### config.mk
export PLATFORM = sky130hd
export DESIGN_NAME = coinc_sync_gen
export DESIGN_NICKNAME = d
export VERILOG_FILES = /design/src/rtl/coinc_pkg.sv /design/src/rtl/lcm_unit.sv /design/src/rtl/clk_divider.sv /design/src/rtl/sync_ctrl.sv /design/src/rtl/coinc_sync_gen.sv
export SDC_FILE = /design/constraint.sdc
export NUM_CORES = 1
export LEC_CHECK = 0
export BUFFER_PORTS_ARGS = -buffer_cell sky130_fd_sc_hd__buf_2
export CAP_MARGIN = 20
export CORE_ASPECT_RATIO = 1.4
export CORE_MARGIN = 5
export CORE_UTILIZATION = 54
export CTS_CLUSTER_SIZE = 12
export DETAILED_ROUTE_END_ITERATION = 12
export PLACE_DENSITY = 0.71
export SETUP_SLACK_MARGIN = 0.1
export SLEW_MARGIN = 20
export SYNTH_ARGS = -nofsm -noshare
export SYNTH_HDL_FRONTEND = slang
export SYNTH_SLANG_ARGS = --single-unit
### constraint.sdc
create_clock -name clk -period 6.4 [get_ports clk]
set_input_delay 0.96 -clock clk [delete_from_list [all_inputs] [get_ports clk]]
set_output_delay 0.96 -clock clk [all_outputs]
set_load 0.02 [all_outputs]
### src/rtl/coinc_pkg.sv
// Package: shared limits and state type for the coincidence sync generator.
// Assumes ratios are carried as unsigned values of DIV_W bits.
package coinc_pkg;
    localparam int DIV_W_DEF   = 6;
    localparam int DIV_MIN_DEF = 2;
    localparam int DIV_MAX_DEF = 32;

    typedef enum logic [1:0] {
        LS_IDLE = 2'd0,
        LS_CALC = 2'd1,
        LS_DONE = 2'd2
    } lcm_state_t;
endpackage

### src/rtl/lcm_unit.sv
// Module: lcm_unit
// Finds the least common multiple of two ratios by stepping two running
// multiples, always advancing the smaller one, until they meet.
// Assumes both ratios are nonzero and stable from the cycle after reset.
// The search takes at most div_a + div_c cycles.
module lcm_unit
    import coinc_pkg::*;
#(
    parameter int DIV_W = DIV_W_DEF,
    parameter int LCM_W = 2 * DIV_W_DEF
) (
    input  logic             clk,
    input  logic             rst_n,
    input  logic [DIV_W-1:0] div_a,
    input  logic [DIV_W-1:0] div_c,
    output logic [LCM_W-1:0] lcm,
    output logic             done
);
    localparam int PAD_W = LCM_W - DIV_W;

    lcm_state_t       state;
    logic [LCM_W-1:0] mult_a;
    logic [LCM_W-1:0] mult_c;
    logic [LCM_W-1:0] step_a;
    logic [LCM_W-1:0] step_c;

    // Widen the ratios to the multiple width.
    always_comb begin
        step_a = {{PAD_W{1'b0}}, div_a};
        step_c = {{PAD_W{1'b0}}, div_c};
    end

    // Search sequencer: load, advance the lagging multiple, stop on a match.
    always_ff @(posedge clk) begin
        if (!rst_n) begin
            state  <= LS_IDLE;
            mult_a <= '0;
            mult_c <= '0;
        end else begin
            case (state)
                LS_IDLE: begin
                    mult_a <= step_a;
                    mult_c <= step_c;
                    state  <= LS_CALC;
                end
                LS_CALC: begin
                    if (mult_a == mult_c) begin
                        state <= LS_DONE;
                    end else if (mult_a < mult_c) begin
                        mult_a <= mult_a + step_a;
                    end else begin
                        mult_c <= mult_c + step_c;
                    end
                end
                default: begin
                    state <= LS_DONE;
                end
            endcase
        end
    end

    // Result and completion flag.
    always_comb begin
        lcm  = mult_a;
        done = (state == LS_DONE);
    end
endmodule

### src/rtl/clk_divider.sv
// Module: clk_divider
// Integer divider for one output clock. Its phase counter restarts at zero
// when run rises. The output is high for the first floor(div/2) counts.
// Assumes div >= 2 and stable while run is high.
module clk_divider
    import coinc_pkg::*;
#(
    parameter int DIV_W = DIV_W_DEF
) (
    input  logic             clk,
    input  logic             rst_n,
    input  logic             run,
    input  logic [DIV_W-1:0] div,
    output logic             clk_out
);
    logic [DIV_W-1:0] phase;
    logic [DIV_W-1:0] last;
    logic [DIV_W-1:0] high_len;

    // Terminal count and high-phase length.
    always_comb begin
        last     = div - 1'b1;
        high_len = div >> 1;
    end

    // Phase counter, modulo div, held at zero until running.
    always_ff @(posedge clk) begin
        if (!rst_n || !run) begin
            phase <= '0;
        end else if (phase == last) begin
            phase <= '0;
        end else begin
            phase <= phase + 1'b1;
        end
    end

    // Output waveform decode, low while idle.
    always_comb begin
        clk_out = run && (phase < high_len);
    end
endmodule

### src/rtl/sync_ctrl.sv
// Module: sync_ctrl
// Master counter modulo the LCM and the active-low strobe decode. For
// unequal ratios the strobe is low in the last p counts. For equal ratios
// (lcm == p) it is low in the second half of each period.
// Assumes lcm >= p >= 2 and stable while run is high.
module sync_ctrl
    import coinc_pkg::*;
#(
    parameter int DIV_W = DIV_W_DEF,
    parameter int LCM_W = 2 * DIV_W_DEF
) (
    input  logic             clk,
    input  logic             rst_n,
    input  logic             run,
    input  logic [LCM_W-1:0] lcm,
    input  logic [DIV_W-1:0] p_min,
    input  logic             same,
    output logic             sync_n
);
    localparam int PAD_W = LCM_W - DIV_W;

    logic [LCM_W-1:0] master;
    logic [LCM_W-1:0] thresh;
    logic [LCM_W-1:0] half;
    logic [LCM_W-1:0] last;

    // Window boundaries derived from the LCM and the faster ratio.
    always_comb begin
        thresh = lcm - {{PAD_W{1'b0}}, p_min};
        half   = {{PAD_W{1'b0}}, (p_min >> 1)};
        last   = lcm - 1'b1;
    end

    // Master counter, modulo lcm, zero while idle.
    always_ff @(posedge clk) begin
        if (!rst_n || !run) begin
            master <= '0;
        end else if (master == last) begin
            master <= '0;
        end else begin
            master <= master + 1'b1;
        end
    end

    // Strobe decode: high while idle, low in the warning window.
    always_comb begin
        if (!run) begin
            sync_n = 1'b1;
        end else if (same) begin
            sync_n = (master < half);
        end else begin
            sync_n = (master < thresh);
        end
    end
endmodule

### src/rtl/coinc_sync_gen.sv
// Module: coinc_sync_gen (top)
// Captures and clamps two ratios during reset, finds their LCM, then runs
// two dividers and the strobe controller from a common start.
// Assumes rst_n is synchronous and held for at least one clock.
module coinc_sync_gen
    import coinc_pkg::*;
#(
    parameter int DIV_W   = DIV_W_DEF,
    parameter int DIV_MIN = DIV_MIN_DEF,
    parameter int DIV_MAX = DIV_MAX_DEF
) (
    input  logic             clk,
    input  logic             rst_n,
    input  logic [DIV_W-1:0] ratio_a,
    input  logic [DIV_W-1:0] ratio_c,
    output logic             out_a,
    output logic             out_c,
    output logic             sync_n
);
    localparam int LCM_W = 2 * DIV_W;
    localparam int N_CH  = 2;
    localparam logic [DIV_W-1:0] LO = DIV_W'(DIV_MIN);
    localparam logic [DIV_W-1:0] HI = DIV_W'(DIV_MAX);

    logic [N_CH-1:0][DIV_W-1:0] ratio_in;
    logic [N_CH-1:0][DIV_W-1:0] div_q;
    logic [N_CH-1:0]            clk_q;
    logic [LCM_W-1:0]           lcm;
    logic                       run;
    logic [DIV_W-1:0]           p_min;
    logic                       same;

    // Gather the ratio pins into one vector.
    always_comb begin
        ratio_in[0] = ratio_a;
        ratio_in[1] = ratio_c;
    end

    for (genvar ch = 0; ch < N_CH; ch++) begin : g_ch
        // Ratio capture with clamping, only while reset is held.
        always_ff @(posedge clk) begin
            if (!rst_n) begin
                if (ratio_in[ch] < LO) begin
                    div_q[ch] <= LO;
                end else if (ratio_in[ch] > HI) begin
                    div_q[ch] <= HI;
                end else begin
                    div_q[ch] <= ratio_in[ch];
                end
            end
        end

        clk_divider #(
            .DIV_W (DIV_W)
        ) u_div (
            .clk     (clk),
            .rst_n   (rst_n),
            .run     (run),
            .div     (div_q[ch]),
            .clk_out (clk_q[ch])
        );
    end

    // Faster ratio and equality flag.
    always_comb begin
        p_min = (div_q[0] < div_q[1]) ? div_q[0] : div_q[1];
        same  = (div_q[0] == div_q[1]);
    end

    lcm_unit #(
        .DIV_W (DIV_W),
        .LCM_W (LCM_W)
    ) u_lcm (
        .clk   (clk),
        .rst_n (rst_n),
        .div_a (div_q[0]),
        .div_c (div_q[1]),
        .lcm   (lcm),
        .done  (run)
    );

    sync_ctrl #(
        .DIV_W (DIV_W),
        .LCM_W (LCM_W)
    ) u_sync (
        .clk    (clk),
        .rst_n  (rst_n),
        .run    (run),
        .lcm    (lcm),
        .p_min  (p_min),
        .same   (same),
        .sync_n (sync_n)
    );

    // Output assignment.
    always_comb begin
        out_a = clk_q[0];
        out_c = clk_q[1];
    end
endmodule

# Word level (Yosys, flattened, before mapping)

Index checks and enable logic that the tools add are counted.

Output and inout bits: 3
Memories kept: 0
Latch bits: 0
Memory bits (writable): 0
Bits in read-only memories: 0
Register bits: 62
Bits of input ports: 14
Word-level logic and storage cells: 67

Divide/modulo/power cells: 0
Bitwise gates (word level): 0
Reduce and logical (&&, ||, !) cells: 14
Multiply operators: 0
Equal/unequal tests: 11
Add/sub/neg operators: 9
Shifts and indexed selects: 0
Magnitude comparators: 10
Mux-type cells: 13

Operator list:

| cell                                                       | count |
|---|---|
| 2-to-1 mux 12 bit                                          | 4 |
| case mux 12 bit (2 select lines)                           | 2 |
| adder 12 x 6 -> 12 bit                                     | 2 |
| == test 12 bit                                             | 2 |
| less-than comparator 12 bit                                | 2 |
| == test 6 bit                                              | 3 |
| 2-to-1 mux 6 bit                                           | 3 |
| adder 12 x 1 -> 12 bit, second input constant              | 1 |
| adder 6 x 1 -> 6 bit, second input constant                | 2 |
| > comparator 6 bit, second input constant                  | 2 |
| less-than comparator 12 x 5 -> 1 bit                       | 1 |
| less-than comparator 6 x 2 -> 1 bit, second input constant | 2 |
| less-than comparator 6 x 5 -> 1 bit                        | 2 |
| subtractor 12 x 1 -> 12 bit, second input constant         | 1 |
| subtractor 12 x 6 -> 12 bit                                | 1 |
| subtractor 6 x 1 -> 6 bit, second input constant           | 2 |
| OR reduction 2 bit                                         | 5 |
| less-than comparator 6 bit                                 | 1 |
| AND reduction 3 bit                                        | 2 |
| inequality test 2 x 1 -> 1 bit, second input constant      | 2 |
| inequality test 2 bit, second input constant               | 2 |
| case mux 2 bit (2 select lines)                            | 1 |
| == test 2 x 1 -> 1 bit, second input constant              | 1 |
| == test 2 bit, second input constant                       | 1 |
| 7 further kinds                                            | 10 |

# Longest topological paths before layout

Depth after elaboration: 6
Mapped depth: 21
Mapped depth without buffers: 21

# Hierarchy

From an unflattened synthesis, not the netlist that was laid out.

Cells, all modules: 600
Area, all modules: 5296.3 um^2

By module, submodules not included:

| module         | cells an instance | area an instance (um^2) | times used |
|---|---|---|---|
| lcm_unit       | 230               | 1975.6                  | 1 |
| sync_ctrl      | 196               | 1612.8                  | 1 |
| clk_divider    | 58                | 504.2                   | 2 |
| coinc_sync_gen | 58                | 699.4                   | 1 |

# Least setup slack after synthesis

No wires, ideal clock.

Kind: reg2out
From: register div_q[9] (netlist bit)
To: output sync_n
Data required time: 5.440 ns
Arrival: 4.148 ns
Stages on the path, launching flop included: 18
Slack: 1.292 ns
Buffers on the path: 0
Cell sequence: edfxtp_1 > inv_1 > ha_1 > a21oi_1 > or2_2 > nand3_1 > mux2i_1 > ha_1 > a21o_1 > maj3_2 > maj3_2 > or4_1 > and4_1 > ha_1 > a21o_1 > a211oi_1 > a21oi_1 > o21ai_0

Longest elaborated chain between the ends: 6
Elaborated cells on any way between the ends: 8

Ends and longest elaborated chain:

| element                         | RTL line             | RTL |
|---|---|---|
| start, declared                 | coinc_sync_gen.sv:26 | `logic [N_CH-1:0][DIV_W-1:0] div_q;` |
| start signal, assigned by index | coinc_sync_gen.sv:48 | `div_q[ch] <= ratio_in[ch];` |
| less-than comparator 6 bit      | coinc_sync_gen.sv:66 | `p_min = (div_q[0] < div_q[1]) ? div_q[0] : div_q[1];` |
| 2-to-1 mux 6 bit                | coinc_sync_gen.sv:66 |  |
| subtractor 12 x 6 -> 12 bit     | sync_ctrl.sv:29      | `thresh = lcm - {{PAD_W{1'b0}}, p_min};` |
| less-than comparator 12 bit     | sync_ctrl.sv:52      | `sync_n = (master < thresh);` |
| 2-to-1 mux 1 bit (*)            | sync_ctrl.sv:49      | `end else if (same) begin` |
| 2-to-1 mux 1 bit (*)            | sync_ctrl.sv:47      | `if (!run) begin` |
| end, declared                   | coinc_sync_gen.sv:18 | `output logic sync_n` |

Every way passes the cells marked *; elsewhere a longest branch is shown, timed or not.

# Worst setup path in the final report

From: register div_q[7] (netlist bit)
To: output sync_n

The elaborated chain is that of the path after synthesis.

==> results.toml <==
[detailed_routing]
drc = 0
num_vias = 4358
drtAntennaViolNets = 0
routedWlPerCell_um = 16.1
via_per_inst = 5.97
drt_iter0_drc = 189
wirelength_um = 11700
dr.pass1.iters = 4

[sta]
slew_viol_final = 0
hold_violations = 0
period_share = 0.914
layout_min_cycle_time_ns = 5.85
worst_pin_slew_ns = 0.842
max_freq_mhz = 171
setup_viol = 0
rsz0062_at_grt = "false"
hold-worst-slack_ns = 0.490
max_slew_margin = 0.438
finalSetupTns_ns = 0
clock_skew_ns = 0.00685

[floorplan]
die_h_um = 124
die_x_um = 91.7
io_pins = 17
core_area_um2 = 9080
start_util = 0.555
rows = 41
fp.dieArea_um2 = 11400

[synth]
synth_area_leaders = "dfxtp_1 (20%), ha_1 (15%), xnor2_1 (8.3%)"
yosysSeqAreaShare = 0.270
synth_top_area_share = 0.199
synth_most_common_cell = "nor2_1"
synth.cell_area_um2 = 5040
synthArstFlopShare = 0
synth_seq_cells = 62
synth.largest_area_cell = "dfxtp_1"
synth_flop_cell = "dfxtp_1"
syn_avg_cell_area_um2 = 8.25
yosysWarnings = 0
synthTopCellsByCount = "nor2_1 (83), ha_1 (61), dfxtp_1 (50)"
synth_edf_count = 12
netlist_instances = 611
synth.distinct_cells = 55
synthesis.nets = 689

[clock_network]
cts_buffers = 9
clock_sinks = 62
cts_buffer_depth = 2
cts_setup_buffers = 0
clock_latency_ns = 0.34
path_clk_slew_ns = 0.05
htreeDepth = 3
tritoncts = "yes"
ctsRootBufferMaster = "clkbuf_16"

[critical_path]
cp_slowest_cell = "edfxtp_1"
cp.required_ns = 5.44
worst_setup_path_start_kind = "flip-flop"
critPathMaxStageDelay_ns = 0.48
path_class = "reg -> out"
cp-end-kind = "primary output"
critPathMaxFanout = 9
worstPathCellList = "inv_1 > ha_1 > nor2b_1 > o21bai_1 > nand3_2 > nand2_1 > o21ai_0 > ha_1 > fa_1 > inv_1 > a21oi_1 > o211a_1 > o31ai_1 > nor2_1 > xnor2_1 > ha_1 > a211oi_1 > a21oi_1 > o31ai_1 > a21oi_1 > o21ai_0 > buf_2"
worstPathArrival_ns = 4.89

[cells_and_area]
final_nets = 696
n_antenna_cell = 0
seq_area_um2 = 1360
num-fill-cells = 806
drive_gt1_frac = 0.0770
area_delta_synth_final_pct = 9.43
multiInputGateArea_um2 = 3420

[status]
outcome = "finished clean"

[global_routing]
grt_max_degree = 24
grt_pass1_vias = 4364
grt_use_total = 0.216
antenna_found_initial = 0
grt_first_pass_wirelength_um = 20100
grt_remaining_overflow = 0

[power]
p_per_area_nw_per_um2 = 370
vdd_ir_drop_max_uv = 195
p_leak_nw = 2.37

[place]
routabilityCongestion = 0.874
dp.final_hpwl_um = 9260
io_buffers = 16

[min_path]
hold_class = "reg -> reg"

[job]
cap_violations = 0
[power breakdown]
part	total [mW]	internal [mW]	switching, mW
Clock	0.527	0.356	0.171
Sequential	0.537	0.447	0.0898
Combinational	0.980	0.431	0.548
[layout make-up]
class	instances	share of cell area
tap	107	0.0243
multi-input combinational	481	0.621
clock inverter	2	0.00635
sequential	62	0.247
inverter	46	0.0313
timing repair buffer	18	0.0172
clock buffer	14	0.0535
[kinds of logic (layout without fill, tap and decap cells)]
group	Yosys count	in the layout	synth area share
multiplexers	6	6	0.0119
XOR/XNOR	73	73	0.127
AND/OR/NAND/NOR	208	208	0.204
adder cells (fa/ha/maj)	66	66	0.168
flip-flops	62	62	0.270
buffers and inverters	68	80	0.0526
AO/OA/AOI/OAI	128	128	0.167
[registers in the layout (all words and copies together), names as in the netlist]
signal,flops
div_q,12
g_ch.u_div.phase,12
u_lcm.lcm,12
u_lcm.mult_c,12
u_sync.master,12
u_lcm.state,2
[layout by cell type (no fill, tap or decap), types with 8 or more instances in the layout]
| master | n |
|---|---|
| a211oi_1 | 13 |
| nor3_1 | 12 |
| nand4_1 | 14 |
| nand2_1 | 22 |
| buf_2 | 16 |
| edfxtp_1 | 12 |
| nand3_1 | 21 |
| and3_1 | 8 |
| ha_1 | 61 |
| xor2_1 | 25 |
| nor4_1 | 12 |
| a21o_1 | 11 |
| nor2_1 | 83 |
| nor2b_1 | 14 |
| dfxtp_1 | 50 |
| clkbuf_16 | 10 |
| xnor2_1 | 48 |
| o21ai_0 | 24 |
| inv_1 | 45 |
| a21oi_1 | 36 |
[routing by layer]
| layer | global-route usage | share of wire | vias to the layer above | routed length [um] |
|---|---|---|---|---|
| met1 | 0.237 | 0.40 | 2053 | 4750 |
| li1 | - | - | 2183 | - |
| met4 | 0.117 | 0.035 | 0 | 412 |
| met5 | 0 | 0 | - | 0 |
| met3 | 0.0363 | 0.038 | 29 | 446 |
| met2 | 0.389 | 0.52 | 93 | 6130 |
[metrics by stage]
step	worst slack (ns)	util	std cells	instance area, um^2	power [mW]
detailed placement	0.831	0.570	714	5180	1.51
finish	0.549	0.608	730	5520	2.04
floorplan	1.29	-	611	5040	1.30
CTS	0.440	0.607	730	5510	2.05
global route	0.188	0.608	730	5520	2.21
global placement	1.01	0.570	714	5180	1.48
[what timing repair did]
action                     CTS  global route
gates resized for setup      0             2
setup endpoints to repair    0             1
hold buffers                 0             0
hold endpoints to repair     0             0
[final timing paths]
kind / start / slack (ns) / depth (start not counted) / endpoint
worst min-delay path: g_ch[1].u_div.phase[0] / 0.49 / 1 / g_ch[1].u_div.phase[0]
worst max register to register: u_lcm.lcm[9] / 3.59 / 8 / u_lcm.lcm[2]
worst max-delay path: div_q[7] / 0.55 / 22 / sync_n
worst min register to register: g_ch[1].u_div.phase[0] / 0.49 / 1 / g_ch[1].u_div.phase[0]
[critical path, delay by kind of cell, from the launching register on]
family	cells	cell delay, ns
xor gates and xnor gates	1	0.14
adders and majority gates	4	1.12
and+or+nand+nor	4	0.56
AOI/OAI and AO/OA	10	1.77
buffers and inverters	3	0.48
DFF	1	0.48
Power figures use the tool's default switching activity.
